## src/rtl/magicseq_pkg.sv

```systemverilog
package magicseq_pkg;

    localparam int CHAIN_LEN = 5;
    localparam int KEY_W     = 16;

    localparam logic [KEY_W-1:0] STORE_KEY  = 16'h8FC0;
    localparam logic [KEY_W-1:0] RECALL_KEY = 16'h4C63;

    // Ordered chain: the index is the step at which the address is expected.
    function automatic logic [KEY_W-1:0] chain_key(input int idx);
        logic [KEY_W-1:0] k;
        case (idx)
            0:       k = 16'h4E38;
            1:       k = 16'hB1C7;
            2:       k = 16'h83E0;
            3:       k = 16'h7C1F;
            4:       k = 16'h703F;
            default: k = '0;
        endcase
        return k;
    endfunction

    // Hunting states are encoded as their step number (0..5).
    typedef enum logic [2:0] {
        ST_IDLE   = 3'd0,
        ST_K1     = 3'd1,
        ST_K2     = 3'd2,
        ST_K3     = 3'd3,
        ST_K4     = 3'd4,
        ST_K5     = 3'd5,
        ST_ARMED  = 3'd6,
        ST_ACTIVE = 3'd7
    } seq_state_t;

endpackage

```

## src/rtl/magicseq_edge.sv

```systemverilog
module magicseq_edge (
    input  logic clk,
    input  logic rst_n,
    input  logic level,
    output logic fall
);
    logic level_q;

    always_ff @(posedge clk or negedge rst_n) begin
        if (!rst_n) begin
            level_q <= 1'b0;
        end else begin
            level_q <= level;
        end
    end

    assign fall = level_q & ~level;

endmodule

```

## src/rtl/magicseq_match.sv

```systemverilog
module magicseq_match
    import magicseq_pkg::*;
#(
    parameter int ADDR_W = 16
) (
    input  logic [ADDR_W-1:0]    addr,
    output logic [CHAIN_LEN-1:0] hit_chain,
    output logic                 hit_store,
    output logic                 hit_recall
);
    generate
        for (genvar k = 0; k < CHAIN_LEN; k++) begin : g_key
            assign hit_chain[k] = (addr == ADDR_W'(chain_key(k)));
        end
    endgenerate

    assign hit_store  = (addr == ADDR_W'(STORE_KEY));
    assign hit_recall = (addr == ADDR_W'(RECALL_KEY));

endmodule

```

## src/rtl/magicseq_fsm.sv

```systemverilog
module magicseq_fsm
    import magicseq_pkg::*;
(
    input  logic                 clk,
    input  logic                 rst_n,
    input  logic                 fire,
    input  logic                 is_write,
    input  logic                 op_busy,
    input  logic [CHAIN_LEN-1:0] hit_chain,
    input  logic                 hit_store,
    input  logic                 hit_recall,
    output logic                 store_go,
    output logic                 recall_go,
    output logic                 chip_off,
    output logic [2:0]           fsm_pos
);
    seq_state_t state, nxt;
    logic       step_hit;
    logic       launch_st, launch_rc;

    // Does the current address match the one expected at this step?
    always_comb begin
        step_hit = 1'b0;
        for (int k = 0; k < CHAIN_LEN; k++) begin
            if (int'(state) == k) begin
                step_hit = hit_chain[k];
            end
        end
    end

    always_comb begin
        nxt       = state;
        launch_st = 1'b0;
        launch_rc = 1'b0;
        unique case (state)
            ST_IDLE, ST_K1, ST_K2, ST_K3, ST_K4, ST_K5: begin
                if (op_busy) begin
                    nxt = ST_IDLE;                      // HOLD
                end else if (fire) begin
                    if (is_write) begin
                        nxt = ST_IDLE;                  // ABORT on write
                    end else if (state == ST_K5 && hit_store) begin
                        nxt       = ST_ARMED;           // LAUNCH store
                        launch_st = 1'b1;
                    end else if (state == ST_K5 && hit_recall) begin
                        nxt       = ST_ARMED;           // LAUNCH recall
                        launch_rc = 1'b1;
                    end else if (state != ST_K5 && step_hit) begin
                        nxt = seq_state_t'(state + 3'd1);   // ADVANCE
                    end else if (hit_chain[0]) begin
                        nxt = ST_K1;                    // RESTART
                    end else begin
                        nxt = ST_IDLE;                  // ABORT
                    end
                end
            end
            ST_ARMED: begin
                if (op_busy) begin
                    nxt = ST_ACTIVE;                    // ENGAGE
                end
            end
            ST_ACTIVE: begin
                if (!op_busy) begin
                    nxt = ST_IDLE;                      // RELEASE
                end
            end
            default: nxt = ST_IDLE;
        endcase
    end

    always_ff @(posedge clk or negedge rst_n) begin
        if (!rst_n) begin
            state <= ST_IDLE;
        end else begin
            state <= nxt;
        end
    end

    always_ff @(posedge clk or negedge rst_n) begin
        if (!rst_n) begin
            store_go  <= 1'b0;
            recall_go <= 1'b0;
            chip_off  <= 1'b0;
        end else begin
            store_go  <= launch_st;
            recall_go <= launch_rc;
            chip_off  <= (nxt == ST_ARMED) || (nxt == ST_ACTIVE);
        end
    end

    assign fsm_pos = state;

    // Entry into ST_ARMED only happens from the last chain step.
    assert_armed_from_k5_R1: assert property (@(posedge clk) disable iff (!rst_n)
        (state == ST_ARMED && $past(state) != ST_ARMED) |-> $past(state) == ST_K5);

    // A write never advances the chain.
    assert_write_no_advance_R5: assert property (@(posedge clk) disable iff (!rst_n)
        (fire && is_write && state != ST_ARMED && state != ST_ACTIVE) |=> state == ST_IDLE);

    // Busy in a hunting state drops the step to zero.
    assert_busy_clears_R9: assert property (@(posedge clk) disable iff (!rst_n)
        (op_busy && !chip_off) |=> (state == ST_IDLE || state == ST_ACTIVE));

endmodule

```

## src/rtl/magicseq_detector.sv

```systemverilog
module magicseq_detector
    import magicseq_pkg::*;
#(
    parameter int ADDR_W = 16
) (
    input  logic              clk,
    input  logic              rst_n,
    input  logic [ADDR_W-1:0] bus_addr,
    input  logic              cs_n,
    input  logic              oe_n,
    input  logic              we_n,
    input  logic              acc_strobe,
    input  logic              op_busy,
    output logic              store_go,
    output logic              recall_go,
    output logic              chip_off
);
    logic                 strobe_fall;
    logic                 fire;
    logic [CHAIN_LEN-1:0] hit_chain;
    logic                 hit_store, hit_recall;
    logic [2:0]           fsm_pos;

    magicseq_edge u_edge (
        .clk   (clk),
        .rst_n (rst_n),
        .level (acc_strobe),
        .fall  (strobe_fall)
    );

    magicseq_match #(.ADDR_W(ADDR_W)) u_match (
        .addr       (bus_addr),
        .hit_chain  (hit_chain),
        .hit_store  (hit_store),
        .hit_recall (hit_recall)
    );

    // Chip select alone qualifies an access; output enable plays no part.
    assign fire = strobe_fall & ~cs_n;

    magicseq_fsm u_fsm (
        .clk        (clk),
        .rst_n      (rst_n),
        .fire       (fire),
        .is_write   (~we_n),
        .op_busy    (op_busy),
        .hit_chain  (hit_chain),
        .hit_store  (hit_store),
        .hit_recall (hit_recall),
        .store_go   (store_go),
        .recall_go  (recall_go),
        .chip_off   (chip_off),
        .fsm_pos    (fsm_pos)
    );

    assert_pulse_mutex_R7: assert property (@(posedge clk) disable iff (!rst_n)
        !(store_go && recall_go));

    assert_store_single_R7: assert property (@(posedge clk) disable iff (!rst_n)
        store_go |=> !store_go);

    assert_recall_single_R7: assert property (@(posedge clk) disable iff (!rst_n)
        recall_go |=> !recall_go);

    assert_pulse_disables_R8: assert property (@(posedge clk) disable iff (!rst_n)
        (store_go || recall_go) |-> $rose(chip_off));

    assert_write_no_launch_R5: assert property (@(posedge clk) disable iff (!rst_n)
        (strobe_fall && !cs_n && !we_n) |=> !(store_go || recall_go));

    assert_busy_no_launch_R9: assert property (@(posedge clk) disable iff (!rst_n)
        (op_busy && !chip_off) |=> !(store_go || recall_go));

    assert_deselect_no_launch_R3: assert property (@(posedge clk) disable iff (!rst_n)
        (strobe_fall && cs_n) |=> !(store_go || recall_go));

    assert_oe_free_R4: assert property (@(posedge clk) disable iff (!rst_n)
        (fire && we_n && oe_n && !op_busy && fsm_pos == 3'd5 && hit_store) |=> store_go);

    assert_disabled_quiet_R8: assert property (@(posedge clk) disable iff (!rst_n)
        (chip_off && $past(chip_off)) |-> !(store_go || recall_go));

endmodule

```

## config.mk

```make
export PLATFORM = sky130hd
export DESIGN_NAME = magicseq_detector
export DESIGN_NICKNAME = d
export VERILOG_FILES = /design/src/rtl/magicseq_pkg.sv /design/src/rtl/magicseq_edge.sv /design/src/rtl/magicseq_match.sv /design/src/rtl/magicseq_fsm.sv /design/src/rtl/magicseq_detector.sv
export SDC_FILE = /design/constraint.sdc
export NUM_CORES = 1
export LEC_CHECK = 0
export ABC_AREA = 1
export CAP_MARGIN = 20
export CORE_ASPECT_RATIO = 2
export CORE_MARGIN = 2
export CORE_UTILIZATION = 30
export DETAILED_ROUTE_END_ITERATION = 16
export MAX_ROUTING_LAYER = met4
export PLACE_DENSITY = 0.6
export SYNTH_ARGS = -nofsm -noshare
export SYNTH_HDL_FRONTEND = slang
export SYNTH_SLANG_ARGS = --single-unit
export TNS_END_PERCENT = 20
```

## constraint.sdc

```tcl
create_clock -name clk -period 1.6 [get_ports clk]
set_input_delay 0.32 -clock clk [delete_from_list [all_inputs] [get_ports clk]]
set_output_delay 0.32 -clock clk [all_outputs]
set_load 0.005 [all_outputs]
```

==> run summary <==
The run gives 1,104 as the count of vias placed by the detailed router. For this design, the slowest cell found on the critical path is dfrtp_2. The number of antenna diodes in the final layout is 0.

The logs give 8 for the largest net degree at the start of global routing and 27 for the number of standard-cell rows in the floorplan. Number of maximum-capacitance constraint violations: 0. For the final RePlAce weighted congestion, the log shows 0.9202.

The worst max-slew margin expressed relative to the limit was 0.7691. The number of flops mapped to enable cells by yosys works out to 0. The path type of the worst setup path was flop to flop. At the pin with the least slew margin, the transition time is 0.3457 ns. The final count of hold timing violations is 0. After clock tree synthesis, the clock-pin slew on the worst setup and hold paths is 0.04 ns. The worst-case IR drop observed on VDD is 456.8 uV.

The first global-routing pass estimated 4823 um of wire. The cell area after placement is 1306 um2. The worst setup path is captured at a flop. Number of H-tree branching levels: 1. The share of layout cells above drive strength 1 is 0.3750, and the flip-flop and latch area is 176.4 um2.

The share of flip-flops with an asynchronous set or reset was 1.000. The power per unit of standard cell area was 429.0 nW/um2. The count of boundary I/O pins is 26, and the mean number of vias per cell is 4.995. The data arrival time of the worst path is 1.91 ns, and the number of search-and-repair iterations in the first detailed-routing pass is 5. The analysis attributes to cell leakage a power of 0.7320 nW. The number of fillers in the final layout was 268.

The mean post-synth cell area is 6.086 um2, and the maximum clock path buffer count is 2. For the post-synthesis sequential area ratio, the log shows 0.2056. The path class of the lowest-slack min-delay path was primary input to async pin. The tools report the clock tree root driver cell as clkbuf_8. The final number of max-transition violations is 0. The mapped cell area was 852.1 um2. The run gives 1,202 as the number of global-route vias before repair. The global-route usage over all layers is 0.1899. The total power draw is 639.3 uW, and the synthesis-stage register bit count is 7. The post-synthesis simple-gate area fraction came out at 0.5110. The initial antenna violation count is 0. The run gives 571.8 MHz as the maximum clock frequency. STA classifies the critical path startpoint as a flop. The number of clock buffers added by TritonCTS is 3.

Final worst-path cycle share: 1.093. Counting every net in the synthesized netlist gives 169. The largest family of logic cells by synthesized area was simple AND/OR/NAND/NOR gates. The starting DRC count in detailed routing was 30; the post-synthesis instance total was 140.

At the end of the flow, the number of nets in the layout was 222. The synthesis-to-layout area growth is 74.89%. On the critical path the largest part of the delay comes from simple AND/OR/NAND/NOR gates.

The area of the die was 3309 um2; the effective utilization at floorplan was 0.3114. The number of clock sinks seen by CTS is 7, and the clock period minus final worst setup slack is 1.749 ns. The cell seen most often among critical-path stages was nand2_2. The routed design has 2815 um of wire. The core region area was 2736 um2; the portion of synthesized cell area occupied by the leading cell type was 0.2056.

The synthesized design spends more area on one cell type than any other, namely dfrtp_1. The area share of xor/xnor cells in the synthesized design was 0; the number of remaining DRC errors was 0. In this run the worst path has a maximum fanout of 4. For this run, the leading register cell type out of synthesis is dfrtp_1. The checks that failed: negative setup slack. Counting both buffers and inverters, the worst setup path holds a total of 0. In this run the remaining antenna-violating nets after routing total 0.

The detail-routed net length per standard cell was 12.74 um. The die is 41.69 um wide. The count of distinct cell types in the synthesized netlist came out at 23.

The final setup skew is 0.001482 ns. The signal on the critical path passes through ha_4, ha_4, nor3_2, nand2_1, o21ai_2, nand2_1, nand2_2, nand3_2, nand2_2, nand2_2, nand2_2, nand2_2, nor2_2. The run finished, with violations left.

Hold repair after CTS inserted 0 buffers. STA puts the critical path data required time at 1.76 ns. After synthesis, the most frequently instantiated cells are nand2_1, nor2_1, inv_1. The area fraction in compound gates after synthesis is 0.08076, and the post-synthesis mux area share is 0.

The run gives 0.22 ns as the clock insertion delay at the later pin of the skew report. The port buffer count is 24, and the longest individual stage delay on the worst path is 0.45 ns. The logs give -0.1490 ns for the least setup slack across all paths after layout and 5 for the number of setup violations in the final report. After synthesis, the cell types taking the most area are dfrtp_1, nand2_1, ha_1.

For the cell area after layout, the log shows 1490 um2. The height of the die was 79.37 um. Hold is met by 0.3559 ns.

The fraction of the mapped netlist area in adder cells is 0.08811. For the total number of yosys warnings, the log shows 0. Summing all multi-input logic gate instances after layout gives 704.4 um2. The total half-perimeter wirelength after legalization and detailed placement was 2168 um. For the global route total overflow, the log shows 0. TritonCTS built the clock tree. Setup repair after global routing could not meet its margin everywhere.

The library cell with the highest instance count after synthesis was nand2_1.
## layout make-up
class                      instances  share of cell area
multi-input combinational        107              0.4727
timing repair buffer              48              0.2888
sequential                         7              0.1184
inverter                          26             0.06549
clock buffer                       4             0.03023
tap                               29             0.02435
## layer usage
metal | global-route usage | wire [um] | vias to the layer above | share of wire
met4 | 0.1097 | 139 | 0 | 0.049
li1 | - | - | 553 | -
met2 | 0.3828 | 1674 | 40 | 0.59
met1 | 0.1528 | 905 | 497 | 0.32
met3 | 0.02715 | 96 | 14 | 0.034
met5 | - | 0 | - | 0
## placed cells by master, fill, tap and decap left out, types with 2 or more instances in the layout
| cell type | count |
|---|---|
| nand3b_1 | 3 |
| dlygate4sd2_1 | 5 |
| nand4_1 | 4 |
| nor3_2 | 5 |
| dlymetal6s2s_1 | 5 |
| inv_1 | 16 |
| nor2_2 | 6 |
| nand2_2 | 9 |
| buf_4 | 23 |
| a21oi_1 | 2 |
| nand3_2 | 3 |
| clkbuf_8 | 3 |
| nor2_1 | 18 |
| a211oi_1 | 2 |
| nand2_1 | 30 |
| dfrtp_1 | 6 |
| clkdlybuf4s50_1 | 14 |
| nor4_1 | 2 |
| ha_4 | 4 |
| nand3_1 | 7 |
| inv_2 | 10 |
## timing repair
item | CTS | global route
pin swaps | 9 | 8
setup endpoints to repair | 6 | 6
setup buffers | 2 | 1
gates resized for setup | 18 | 20
## worst register-to-register path, delay by kind of cell, from the launching register on
kind | cells | cell delay, ns
compound gates | 1 | 0.14
fa+ha+maj | 2 | 0.35
flops | 1 | 0.45
simple gates | 10 | 0.73
## path summary, 6_finish.rpt
check | from | endpoint | slack [ns] | cells after the start
max | u_fsm.fsm_pos[0] | u_fsm.chip_off | -0.15 | 13
min | rst_n | u_fsm.chip_off | 0.36 | 1
max reg2reg | u_fsm.fsm_pos[0] | u_fsm.chip_off | -0.15 | 13
min reg2reg | u_fsm.fsm_pos[2] | u_fsm.fsm_pos[1] | 0.80 | 5
max in group asynchronous | rst_n | u_fsm.fsm_pos[0] | 0.99 | 1
min in group clk | acc_strobe | u_edge.level_q | 0.57 | 1
## stage by stage
step	utilization	std cells	worst slack (ns)	setup TNS, ns
after floorplan	-	140	-0.001699	-0.001699
after global placement	0.4774	214	-0.3994	-1.698
after detailed placement	0.4774	214	-0.3872	-1.737
after CTS	0.5213	220	-0.1335	-0.4529
after global routing	0.5446	221	-0.3071	-1.379
final	0.5446	221	-0.1490	-0.6260
## kinds of logic after synthesis
family                     count (synthesis)
and+or+nand+nor                           91
buffers and inverters                     26
AOI/OAI and AO/OA                         10
DFF                                        7
adders and majority gates                  6
## power breakdown
group | total, mW | internal (mW) | switching [mW]
combinational | 0.210 | 0.102 | 0.109
sequential | 0.188 | 0.183 | 0.00482
clock | 0.241 | 0.172 | 0.0696
## state kept, by name, summed over array words and instances, names as in the netlist
register,flops
u_fsm.store_go,1
u_edge.level_q,1
u_fsm.fsm_pos,3
u_fsm.recall_go,1
u_fsm.chip_off,1
Note: power is estimated with default switching activity, not from simulation.
